==> src/rtl/pwm_quad_pkg.sv <==
package pwm_quad_pkg;
  localparam int NUM_CH    = 4;
  localparam int CNT_W     = 16;
  localparam int PRE_W     = 6;
  localparam int DATA_W    = 32;
  localparam int ADDR_W    = 6;
  // control register bit groups
  localparam int POL_BASE  = 8;
  localparam int DRV_BASE  = 15;
  // byte offsets
  localparam int CTRL_OFS  = 'h00;
  localparam int PER_OFS   = 'h04;
  localparam int DUTY_OFS  = 'h08;
  localparam int CH_STRIDE = 8;
  localparam int PRE_OFS   = 'h24;

  // per-channel strobes from the register control to a channel datapath
  typedef struct packed {
    logic             en;
    logic             pol;
    logic [PRE_W-1:0] pre;
    logic [CNT_W-1:0] per;
    logic [CNT_W-1:0] duty;
  } chanCfg_t;
endpackage

==> src/rtl/pwm_quad_regs.sv <==
module pwm_quad_regs
  import pwm_quad_pkg::*;
(
  input  logic                          clk,
  input  logic                          rstN,
  input  logic                          busSel,
  input  logic                          busWrite,
  input  logic [ADDR_W-1:0]             busAddr,
  input  logic [DATA_W-1:0]             busWdata,
  output logic [DATA_W-1:0]             busRdata,
  output chanCfg_t [NUM_CH-1:0]         chanCfg
);
  localparam int PRE_TOP = NUM_CH * PRE_W;

  logic [NUM_CH-1:0] enReg, polReg, drvReg;
  logic [CNT_W-1:0]  perReg  [NUM_CH];
  logic [CNT_W-1:0]  dutyReg [NUM_CH];
  logic [PRE_W-1:0]  preReg  [NUM_CH];
  logic              wrEn;
  logic              unusedWdata;

  assign wrEn        = busSel && busWrite;
  assign unusedWdata = ^busWdata[DATA_W-1:PRE_TOP];

  always_ff @(posedge clk or negedge rstN) begin
    if (!rstN) begin
      enReg  <= '0;
      polReg <= '0;
      drvReg <= '0;
      for (int ch = 0; ch < NUM_CH; ch++) begin
        perReg[ch]  <= '0;
        dutyReg[ch] <= '0;
        preReg[ch]  <= '0;
      end
    end else if (wrEn) begin
      if (busAddr == ADDR_W'(CTRL_OFS)) begin
        enReg  <= busWdata[NUM_CH-1:0];
        polReg <= busWdata[POL_BASE +: NUM_CH];
        drvReg <= busWdata[DRV_BASE +: NUM_CH];
      end
      if (busAddr == ADDR_W'(PRE_OFS)) begin
        for (int ch = 0; ch < NUM_CH; ch++)
          preReg[ch] <= busWdata[(NUM_CH-1-ch)*PRE_W +: PRE_W];
      end
      for (int ch = 0; ch < NUM_CH; ch++) begin
        if (busAddr == ADDR_W'(PER_OFS + CH_STRIDE*ch))
          perReg[ch] <= busWdata[CNT_W-1:0];
        if (busAddr == ADDR_W'(DUTY_OFS + CH_STRIDE*ch))
          dutyReg[ch] <= busWdata[CNT_W-1:0];
      end
    end
  end

  always_comb begin
    busRdata = '0;
    if (busAddr == ADDR_W'(CTRL_OFS)) begin
      busRdata[NUM_CH-1:0]         = enReg;
      busRdata[POL_BASE +: NUM_CH] = polReg;
      busRdata[DRV_BASE +: NUM_CH] = drvReg;
    end
    if (busAddr == ADDR_W'(PRE_OFS)) begin
      for (int ch = 0; ch < NUM_CH; ch++)
        busRdata[(NUM_CH-1-ch)*PRE_W +: PRE_W] = preReg[ch];
    end
    for (int ch = 0; ch < NUM_CH; ch++) begin
      if (busAddr == ADDR_W'(PER_OFS + CH_STRIDE*ch))
        busRdata[CNT_W-1:0] = perReg[ch];
      if (busAddr == ADDR_W'(DUTY_OFS + CH_STRIDE*ch))
        busRdata[CNT_W-1:0] = dutyReg[ch];
    end
  end

  always_comb begin
    for (int ch = 0; ch < NUM_CH; ch++) begin
      chanCfg[ch].en   = enReg[ch];
      chanCfg[ch].pol  = polReg[ch];
      chanCfg[ch].pre  = preReg[ch];
      chanCfg[ch].per  = perReg[ch];
      chanCfg[ch].duty = dutyReg[ch];
    end
  end
endmodule

==> src/rtl/pwm_quad_chan.sv <==
module pwm_quad_chan
  import pwm_quad_pkg::*;
(
  input  logic             clk,
  input  logic             rstN,
  input  chanCfg_t         cfg,
  output logic             pwmOut,
  output logic [CNT_W-1:0] cntOut,
  output logic [CNT_W-1:0] perOut,
  output logic [CNT_W-1:0] dutyOut
);
  logic [PRE_W-1:0] preCnt, preHeld;
  logic [CNT_W-1:0] stepCnt, perHeld, dutyHeld;
  logic             stepTick, periodEnd, isActive;

  // one divided step ends when the prescaler reaches its held limit
  assign stepTick  = (preCnt == preHeld);
  assign periodEnd = stepTick && (({1'b0, stepCnt} + 1'b1) >= {1'b0, perHeld});

  always_ff @(posedge clk or negedge rstN) begin
    if (!rstN) begin
      preCnt   <= '0;
      stepCnt  <= '0;
      preHeld  <= '0;
      perHeld  <= '0;
      dutyHeld <= '0;
    end else if (!cfg.en) begin
      // idle: counters cleared, held values follow the live registers
      preCnt   <= '0;
      stepCnt  <= '0;
      preHeld  <= cfg.pre;
      perHeld  <= cfg.per;
      dutyHeld <= cfg.duty;
    end else begin
      preCnt <= stepTick ? '0 : preCnt + 1'b1;
      if (periodEnd) begin
        stepCnt  <= '0;
        preHeld  <= cfg.pre;
        perHeld  <= cfg.per;
        dutyHeld <= cfg.duty;
      end else if (stepTick) begin
        stepCnt <= stepCnt + 1'b1;
      end
    end
  end

  assign isActive = cfg.en && (stepCnt < dutyHeld);
  assign pwmOut   = isActive ? cfg.pol : ~cfg.pol;
  assign cntOut   = stepCnt;
  assign perOut   = perHeld;
  assign dutyOut  = dutyHeld;
endmodule

==> src/rtl/pwm_quad_ctrl.sv <==
module pwm_quad_ctrl
  import pwm_quad_pkg::*;
(
  input  logic              clk,
  input  logic              rstN,
  input  logic              busSel,
  input  logic              busWrite,
  input  logic [ADDR_W-1:0] busAddr,
  input  logic [DATA_W-1:0] busWdata,
  output logic [DATA_W-1:0] busRdata,
  output logic [NUM_CH-1:0] pwmOut
);
  chanCfg_t [NUM_CH-1:0]         chanCfg;
  logic     [NUM_CH-1:0]         chEn, chPol;
  logic     [NUM_CH-1:0][CNT_W-1:0] chCnt, chPer, chDuty;

  pwm_quad_regs u_regs (
    .clk      (clk),
    .rstN     (rstN),
    .busSel   (busSel),
    .busWrite (busWrite),
    .busAddr  (busAddr),
    .busWdata (busWdata),
    .busRdata (busRdata),
    .chanCfg  (chanCfg)
  );

  for (genvar ch = 0; ch < NUM_CH; ch++) begin : g_chan
    assign chEn[ch]  = chanCfg[ch].en;
    assign chPol[ch] = chanCfg[ch].pol;
    pwm_quad_chan u_chan (
      .clk     (clk),
      .rstN    (rstN),
      .cfg     (chanCfg[ch]),
      .pwmOut  (pwmOut[ch]),
      .cntOut  (chCnt[ch]),
      .perOut  (chPer[ch]),
      .dutyOut (chDuty[ch])
    );
  end
endmodule

==> config.mk <==
export PLATFORM = sky130hd
export DESIGN_NAME = pwm_quad_ctrl
export DESIGN_NICKNAME = d
export VERILOG_FILES = /design/src/rtl/pwm_quad_pkg.sv /design/src/rtl/pwm_quad_regs.sv /design/src/rtl/pwm_quad_chan.sv /design/src/rtl/pwm_quad_ctrl.sv
export SDC_FILE = /design/constraint.sdc
export NUM_CORES = 1
export LEC_CHECK = 0
export ABC_AREA = 1
export BUFFER_PORTS_ARGS = -buffer_cell sky130_fd_sc_hd__buf_4
export CORE_ASPECT_RATIO = 0.6
export CORE_MARGIN = 2
export CORE_UTILIZATION = 35
export DETAILED_ROUTE_END_ITERATION = 6
export REMOVE_ABC_BUFFERS = 1
export SLEW_MARGIN = 20
export SYNTH_ARGS = -nofsm -noshare
export SYNTH_HDL_FRONTEND = slang
export SYNTH_SLANG_ARGS = --single-unit
==> constraint.sdc <==
create_clock -name clk -period 3.5 [get_ports clk]
set_input_delay 0.35 -clock clk [delete_from_list [all_inputs] [get_ports clk]]
set_output_delay 0.35 -clock clk [all_outputs]
set_load 0.02 [all_outputs]
# Yosys cells after proc, flatten, opt, wreduce, memory -nomap -nowiden
# Cells that the tools add are included.
[op_classes] add_sub_neg=12 order_cmp=8 n_eq_ne=21 muxes=60 n_bitwise=4 n_reduce_logical=20
[op_table] operator="$mux 16" count=36
[op_table] operator="$mux 6" count=16
[op_table] operator="$add 16x1->17 const B" count=4
[op_table] operator="$ge 17x16->1" count=4
[op_table] operator="$add 16x1->16 const B" count=4
[op_table] operator="$lt 16x16->1" count=4
[op_table] operator="$add 6x1->6 const B" count=4
[op_table] operator="$eq 6x5->1 const B" count=4
[op_table] operator="$eq 6x6->1" count=4
[op_table] operator="$mux 24" count=1
[op_table] operator="$reduce_and 2->1" count=10
[op_table] operator="$eq 6x4->1 const B" count=2
[op_table] operator="$eq 6x6->1 const B" count=2
[op_table] operator="$mux 4" count=3
[op_table] operator="$ne 3x1->1 const B" count=4
[op_table] operator="$logic_and 1x1->1" count=9
[op_table] operator="$ne 2x1->1 const B" count=4
[op_table] operator="$eq 6x3->1 const B" count=1
[op_table] operator="$logic_not 6->1" count=1
[op_table] operator="$mux 1" count=4
[op_table] operator="$not 1->1" count=4
[word_totals] ff_bits=404 wordCells=160

# Logic depth before layout (Yosys ltp)
# Gate-level depths: netlist (run 1).
[depth] word_depth=11 ltp_mapped=24 depth_no_buf=22

# Modules after synthesis
# From an unflattened synthesis (run 1), not the netlist that was laid out.
[hier_totals] hier_cells=2819 hier_area_um2=22594.2
[modules_own_cells] mod="pwm_quad_chan (g_chan[1].u_chan ...)" instances=2 cells_per_inst=484 area_each_um2=3841.2 seq_area_each_um2=1501.4
[modules_own_cells] mod="pwm_quad_regs" instances=1 cells_per_inst=888 area_each_um2=7429.6 seq_area_each_um2=4103.9
[modules_own_cells] mod="pwm_quad_chan (g_chan[2].u_chan)" instances=1 cells_per_inst=484 area_each_um2=3778.6 seq_area_each_um2=1501.4
[modules_own_cells] mod="pwm_quad_chan (g_chan[0].u_chan)" instances=1 cells_per_inst=479 area_each_um2=3703.6 seq_area_each_um2=1501.4

# Least setup slack after synthesis (run 1)
# No wires, ideal clock.
[synth_path] kind="flip-flop to flip-flop" startpoint="reg g_chan[0].u_chan.stepCnt[2]" endpoint="reg g_chan[0].u_chan.preHeld[5]" arrival_ns=2.690 required_ns=3.383 path_slack_ns=0.693 path_stages_with_launch=21 n_path_buf=2 synth_period_minus_slack_ns=2.807 cell_sequence="dfrtp_1 nand2_1 nor2_1 nand3_1 inv_1 nand3_1 nor3_1 xor2_1 inv_1 ha_1 nand2_1 nor3_1 nand4_1 nor2_1 nor2_1 nand3_1 nand2_2 buf_6 buf_4 nand3_1 nand2_1"
[synth_via] elab_chain_cells=4
[synth_lines] element="start: declaration" line_no="pwm_quad_chan.sv:13" text="logic [CNT_W-1:0] stepCnt, perHeld, dutyHeld;"
[synth_lines] element="start signal: assignment" line_no="pwm_quad_chan.sv:42" text="stepCnt <= stepCnt + 1'b1;"
[synth_lines] element="$add 16x1->17" line_no="pwm_quad_chan.sv:18" text="assign periodEnd = stepTick && (({1'b0, stepCnt} + 1'b1) >= {1'b0, perHeld});"
[synth_lines] element="$ge 17x16->1" line_no="pwm_quad_chan.sv:18"
[synth_lines] element="$logic_and 1x1->1" line_no="pwm_quad_chan.sv:18"
[synth_lines] element="$ne 2x1->1 (no line)"
[synth_lines] element="end signal: assignment" line_no="pwm_quad_chan.sv:31" text="preHeld <= cfg.pre;"
[synth_lines] element="end signal: assignment" line_no="pwm_quad_chan.sv:38" text="preHeld <= cfg.pre;"
[synth_lines] element="end: declaration" line_no="pwm_quad_chan.sv:12" text="logic [PRE_W-1:0] preCnt, preHeld;"
# No other way between the ends.
# A chain may end at the register's enable or synchronous reset.

# Worst setup path after layout (run 1)
[layout_path] startpoint="reg g_chan[2].u_chan.stepCnt[7]" endpoint="reg g_chan[2].u_chan.perHeld[11]"
[layout_via] elab_chain_cells=4
[layout_lines] element="start: declaration" line_no="pwm_quad_chan.sv:13"
[layout_lines] element="start signal: assignment" line_no="pwm_quad_chan.sv:42"
[layout_lines] element="$add 16x1->17" line_no="pwm_quad_chan.sv:18"
[layout_lines] element="$ge 17x16->1" line_no="pwm_quad_chan.sv:18"
[layout_lines] element="$logic_and 1x1->1" line_no="pwm_quad_chan.sv:18"
[layout_lines] element="$ne 2x1->1 (no line)"
[layout_lines] element="end signal: assignment" line_no="pwm_quad_chan.sv:32" text="perHeld <= cfg.per;"
[layout_lines] element="end signal: assignment" line_no="pwm_quad_chan.sv:39" text="perHeld <= cfg.per;"
[layout_lines] element="end: declaration" line_no="pwm_quad_chan.sv:13"
# No other way between the ends.

==> out/qor.csv, run 1 <==
metric;value;unit
core;0.06263;sq mm
drv_slew;0;
endpoint_kind;register;
worst-path-max-fanout;19;
period_share;92.65;%
hp-class;input pin to register;
p_leak;13.28;nW
cp.required;3.94;ns
fin_nets;3084;
drt-total-wl;64310;microns
initial_core_util;35.37;%
grt_first_pass_wirelength;102100;microns
hold_ws;0.03994;ns
syn_to_final_growth;14.10;%
yosys_warnings;0;
place_ws;0.09049;ns
tritoncts;done;
vdd_drop_max;307.8;uV
fp.dieW;328.8;microns
max-slew-margin-rel;32.84;%
worstPathCellList;nand2_1, inv_1, nand3_1, nor3_1, nand3_1, xnor2_1, ha_1, inv_1, nor3b_1, nand3_1, o21ai_0, inv_1, nand3_4, nand2_2, clkbuf_16, nand2_1, nand2_1;
dieArea;0.06538;sq mm
fp.dieH;198.9;microns
path_class;register to register;
synth_top_area_share;45.64;%
setup_viol;0;
drtAntennaViolNets;0;
synthDistinctLibCells;39;
cap_violations;0;
layout_common_cells;nand2_1 (911), dfrtp_1 (399), inv_1 (348);
yosys.area.top_type;dfrtp_1;
ios;78;
tightest_slew;1.005;ns
fillCellCount;6394;
max_freq;308.4;MHz
yosysSeqAreaShare;45.64;%
ys_ff_latch;404;
synth.area.top_cells;dfrtp_1 (46%), nand2_1 (15%), ha_1 (7.5%);
clk_pin_slew_worst_paths;0.06;ns
cts_buffers;41;
drive_gt1_share;8.506;%
critPathMaxStageDelay;0.49;ns
slowest_stage;dfrtp_1;
power.density;475.8;mW/mm^2
routed_via_density;4.937;
clk_path_buf_depth;3;
status;finished, final reports clean;
arrival;3.68;ns
port_buffers;61;
finClkSkew;0.02545;ns
total_power;12.02;mW
syn_inst;2849;
grt_max_degree;80;
cts_root_buf;clkbuf_16;
htreeDepth;2;
vias;18650;
startpoint_type;register;
drt_iter0_drc;2069;
period_minus_slack;3.243;ns
track_usage;19.96;%
route.detailed.drc;0;
synth.cell_area;0.02215;sq mm
rows;71;
dp_hpwl;47200;microns
gp_congestion;0.9025;
final_common_cell;nand2_1;
grt_pass1_vias;17240;
fin_cells;3778;
clock_sinks;404;
setup_ws;0.2572;ns
antenna_cells;0;
hold_viol;0;
clk_latency;0.57;ns
overflow;0;
antenna_found_initial;1;
place_inst;3695;
routedWlPerCell;17.02;microns
drt-pass1-iter-count;5;
syn_area_per_cell;7.775;sq um
cells in the mapped netlist, drive strengths merged:
library cell,n
a211oi,3
a21o,1
a21oi,90
a22o,3
buf,55
clkbuf,67
clkinv,6
conb,1
dfrtp,404
ha,132
inv,351
nand2,919
nand3,228
nand3b,4
nand4,108
nor2,155
nor2b,1
nor3,21
nor3b,10
nor4,6
nor4b,2
o2111ai,1
o211ai,7
o21a,4
o21ai,203
o31ai,1
or2,4
xnor2,14
xor2,48
layout make-up:
type	instances	area, sq um	area share [%]
multi-input cells	1973	10160	40.19
well taps	839	1050	4.154
flip-flops and latches	404	10120	40.03
clock inverters	17	239.0	0.9456
inverters	357	1340	5.302
clock buffers	55	1191	4.713
repair buffers	133	1181	4.673
sequential cells by signal (all words and copies together), names as in the netlist:
signal                 flops
g_chan.u_chan.preHeld     24
g_chan.u_chan.perOut      64
g_chan.u_chan.preCnt      24
u_regs.chanCfg           152
g_chan.u_chan.cntOut      64
u_regs.enReg               4
g_chan.u_chan.dutyOut     64
u_regs.drvReg              4
u_regs.polReg              4
cell families (layout without fill, tap and decap cells):
group,after synthesis,count (layout),synth area share [%]
and+or+nand+nor,1458,1458,28.06
buffers and inverters,479,562,9.010
DFF,404,404,45.64
AOI/OAI and AO/OA,313,313,7.366
adders and majority gates,132,132,7.456
xor gates and xnor gates,62,62,2.452
other,1,8,0.01693
critical path: cells and delay by family, from the launching register on:
family / cells / cell delay, ns
AO/OA/AOI/OAI: 1 / 0.19
XOR/XNOR: 1 / 0.20
adder cells (fa/ha/maj): 1 / 0.34
buffers and inverters: 4 / 0.50
flip-flops: 1 / 0.49
AND/OR/NAND/NOR: 10 / 1.41
power by group:
group	leakage (nW)	internal [mW]	switching, mW
logic	7.08	0.634	1.30
registers	5.49	5.01	0.309
clock network	0.715	2.83	1.95
stage by stage:
step	util, %	area (sq um)	setup TNS [ns]
after CTS	40.03	25070	0
after global placement	37.73	23630	0
final	40.35	25270	0
after global routing	40.35	25270	-0.4036
after detailed placement	37.73	23630	0
after floorplan	-	21520	-18.30
layer usage:
layer,share of wire (%),routed length (microns),track usage (%),up-vias
met5,0,0,0,-
met4,1.8,1178,4.042,0
met3,9.4,6029,5.235,69
met2,36,22960,24.49,619
met1,53,34140,33.27,8700
li1,-,-,-,9264
repair_timing:
| action | CTS | global route |
|---|---|---|
| endpoints found under the hold margin | 73 | 0 |
| setup buffers | 0 | 8 |
| endpoints found under the setup margin | 0 | 172 |
| gates resized for setup | 0 | 22 |
| hold buffers | 1 | 0 |
worst paths after layout:
check | start | to | slack (ns) | cells past startpoint
worst max-delay path | g_chan[2].u_chan.cntOut[7] | g_chan[2].u_chan.perOut[11] | 0.26 | 17
worst min-delay path | busWdata[20] | u_regs.chanCfg[34] | 0.04 | 3
worst max register to register | g_chan[2].u_chan.cntOut[7] | g_chan[2].u_chan.perOut[11] | 0.26 | 17
worst min register to register | g_chan[2].u_chan.dutyOut[14] | g_chan[2].u_chan.dutyOut[14] | 0.47 | 2
max in group asynchronous | rstN | g_chan[3].u_chan.perOut[1] | 2.10 | 4
min in group asynchronous | rstN | g_chan[0].u_chan.cntOut[15] | 0.40 | 2
No activity file was read; power rests on OpenSTA's default activity.
==> inputs of run 2 (changes only) <==
--- a/config.mk
+++ b/config.mk
@@ -5,9 +5,8 @@
 export SDC_FILE = /design/constraint.sdc
 export NUM_CORES = 1
 export LEC_CHECK = 0
-export ABC_AREA = 1
 export BUFFER_PORTS_ARGS = -buffer_cell sky130_fd_sc_hd__buf_4
-export CORE_ASPECT_RATIO = 0.6
+export CORE_ASPECT_RATIO = 1.75
 export CORE_MARGIN = 2
 export CORE_UTILIZATION = 35
 export DETAILED_ROUTE_END_ITERATION = 6
==> out/qor.csv, run 2 <==
metric;value;unit
vdd_drop_max;403.1;uV
cts_root_buf;clkbuf_16;
clk_latency;0.56;ns
drv_slew;0;
clock_sinks;404;
htreeDepth;2;
endpoint_kind;register;
yosys.area.top_type;dfrtp_1;
synth.area.top_cells;dfrtp_1 (47%), mux2_2 (16%), ha_1 (7.7%);
period_share;98.85;%
period_minus_slack;3.460;ns
yosys_warnings;0;
drt-pass1-iter-count;7;
r2r_start;g_chan[0].u_chan.cntOut[5];
finClkSkew;0.01070;ns
core;0.06096;sq mm
startpoint_type;register;
status;finished, final reports clean;
synthTopCellsByCount;dfrtp_1 (404), mux2_2 (297), ha_1 (132);
port_buffers;61;
drtAntennaViolNets;0;
final_common_cell;dfrtp_1;
cts_buffers;38;
crit_top_cell;and4_4;
synth.cell_area;0.02152;sq mm
vias;15220;
rsz0062_at_grt;yes;
fp.dieW;191.5;microns
rr_worst_depth;14;
place_ws;0.003086;ns
grt_pass1_vias;15880;
path_class;register to register;
p_sw_share;28.76;%
p_leak;11.90;nW
dp_hpwl;47960;microns
syn_inst;1866;
grt_first_pass_wirelength;95570;microns
cap_violations;0;
synth-edff-count;0;
worstPathCellList;and4_4, nand4_1, nor2_2, nand3_2, xnor2_2, ha_1, and4_4, a21o_1, a311o_1, o2111a_2, o21ai_4, buf_6, buf_12, mux2_2;
p_comb_share;17.8;%
p_int;8.301;mW
grt_max_degree;94;
setup_viol;0;
cp.required;3.93;ns
synthArstFlopShare;100.0;%
max_freq;289.0;MHz
tightest_slew;0.9906;ns
syn_area_per_cell;11.54;sq um
netSwitchingPower;3.350;mW
synth_flop_cell;dfrtp_1;
critPathMaxStageDelay;0.36;ns
drt-total-wl;64070;microns
setup_ws;0.04022;ns
tritoncts;done;
overflow;0;
drive_gt1_share;30.07;%
power.density;465.7;mW/mm^2
p_clk_share;36.0;%
routed_via_density;5.401;
slowest_stage;dfrtp_1;
max-slew-margin-rel;33.80;%
clk_path_buf_depth;3;
arrival;3.89;ns
pwr-share-seq;46.2;%
rows;120;
hold_viol;0;
fin_tns_setup;0;ns
initial_core_util;35.31;%
antenna_cells;0;
gp_congestion;0.9508;
post-route-util;41.04;%
hp-class;input pin to register;
track_usage;19.86;%
synth_top_area_share;46.97;%
yosysSeqAreaShare;46.97;%
min_path_cells;2;
route.detailed.drc;0;
worst-path-max-fanout;11;
largest_reg_flops;152;
routedWlPerCell;22.74;microns
layout_common_cells;dfrtp_1 (399), mux2_2 (282), buf_4 (151);
hp-start;busWdata[22];
fp.dieH;332.1;microns
antenna_found_initial;0;
drt_iter0_drc;756;
clk_pin_slew_worst_paths;0.07;ns
syn_to_final_growth;16.24;%
cp-startpoint;g_chan[0].u_chan.cntOut[5];
post-synth-top-count-cell;dfrtp_1;
synthDistinctLibCells;84;
fin_nets;2171;
ys_ff_latch;404;
dieArea;0.06358;sq mm
ios;78;
## run 2: cell type report
cell class	instances	area, sq um
tap	793	992.2
multi-input combinational	1252	10720
clock buffer	53	1059
inverter	131	491.7
sequential	404	10120
fill	5954	35940
clock inverter	15	158.9
timing repair buffer	170	1488
## run 2: worst paths after layout
path                                                to  slack [ns]
setup / recovery            g_chan[0].u_chan.perOut[4]        0.04
hold / removal                      u_regs.chanCfg[36]        0.03
setup reg to reg            g_chan[0].u_chan.perOut[4]        0.04
hold reg to reg            g_chan[0].u_chan.dutyOut[7]        0.50
max in group asynchronous   g_chan[3].u_chan.cntOut[0]        2.12
min in group asynchronous   g_chan[0].u_chan.cntOut[1]        0.41
## run 2: critical path, delay by kind of cell (launching register included)
family                     cells  cell delay, ns
muxes                          1            0.33
xor gates and xnor gates       1            0.17
AOI/OAI and AO/OA              4            0.95
DFF                            1            0.36
and+or+nand+nor                5            0.87
buffers and inverters          2            0.31
adders and majority gates      1            0.32
## run 2: cells by family after synthesis
group / count (synthesis) / synth area share (%)
buf+inv: 221 / 4.708
xor+xnor: 99 / 4.028
fa+ha+maj: 132 / 7.673
compound gates: 287 / 9.574
simple gates: 382 / 8.993
mux: 340 / 18.04
flops: 404 / 46.97
other cells: 1 / 0.01742
## run 2: power by group through the flow
stage               clock network [mW]  logic (mW)  registers [mW]
CTS                               4.28        1.89            5.38
finish                            4.19        2.08            5.38
global route                      4.45        2.26            5.42
floorplan                            0        1.19            5.28
global placement                     0        1.83            5.45
detailed placement                   0        1.88            5.47
## run 2: timing repair
| action | in CTS | in global routing |
|---|---|---|
| endpoints found under the hold margin | 86 | 0 |
| hold buffers | 1 | 0 |
| gates resized for setup | 1 | 59 |
| buffers inserted | 0 | 15 |
| gates cloned | 0 | 8 |
| pin swaps | 0 | 19 |
| endpoints found under the setup margin | 11 | 175 |
## run 2: metal layers
metal / up-vias / share of wire (%) / track usage [%]
li1: 6946 / - / -
met1: 7741 / 36 / 21.00
met2: 372 / 54 / 37.05
met3: 162 / 3.4 / 2.494
met4: 0 / 6.6 / 11.51
met5: - / 0 / 0
## run 2: per-stage QoR
stage / hold slack, ns / area [sq um] / std cells / total power [mW]
detailed placement: 0.4617 / 23270 / 2726 / 7.346
finish: 0.02686 / 25020 / 2818 / 11.65
floorplan: 0.05441 / 21030 / 1783 / 6.467
global route: 0.02260 / 25020 / 2818 / 12.13
CTS: 0.003252 / 24500 / 2795 / 11.55
global placement: 0.4352 / 23270 / 2726 / 7.278
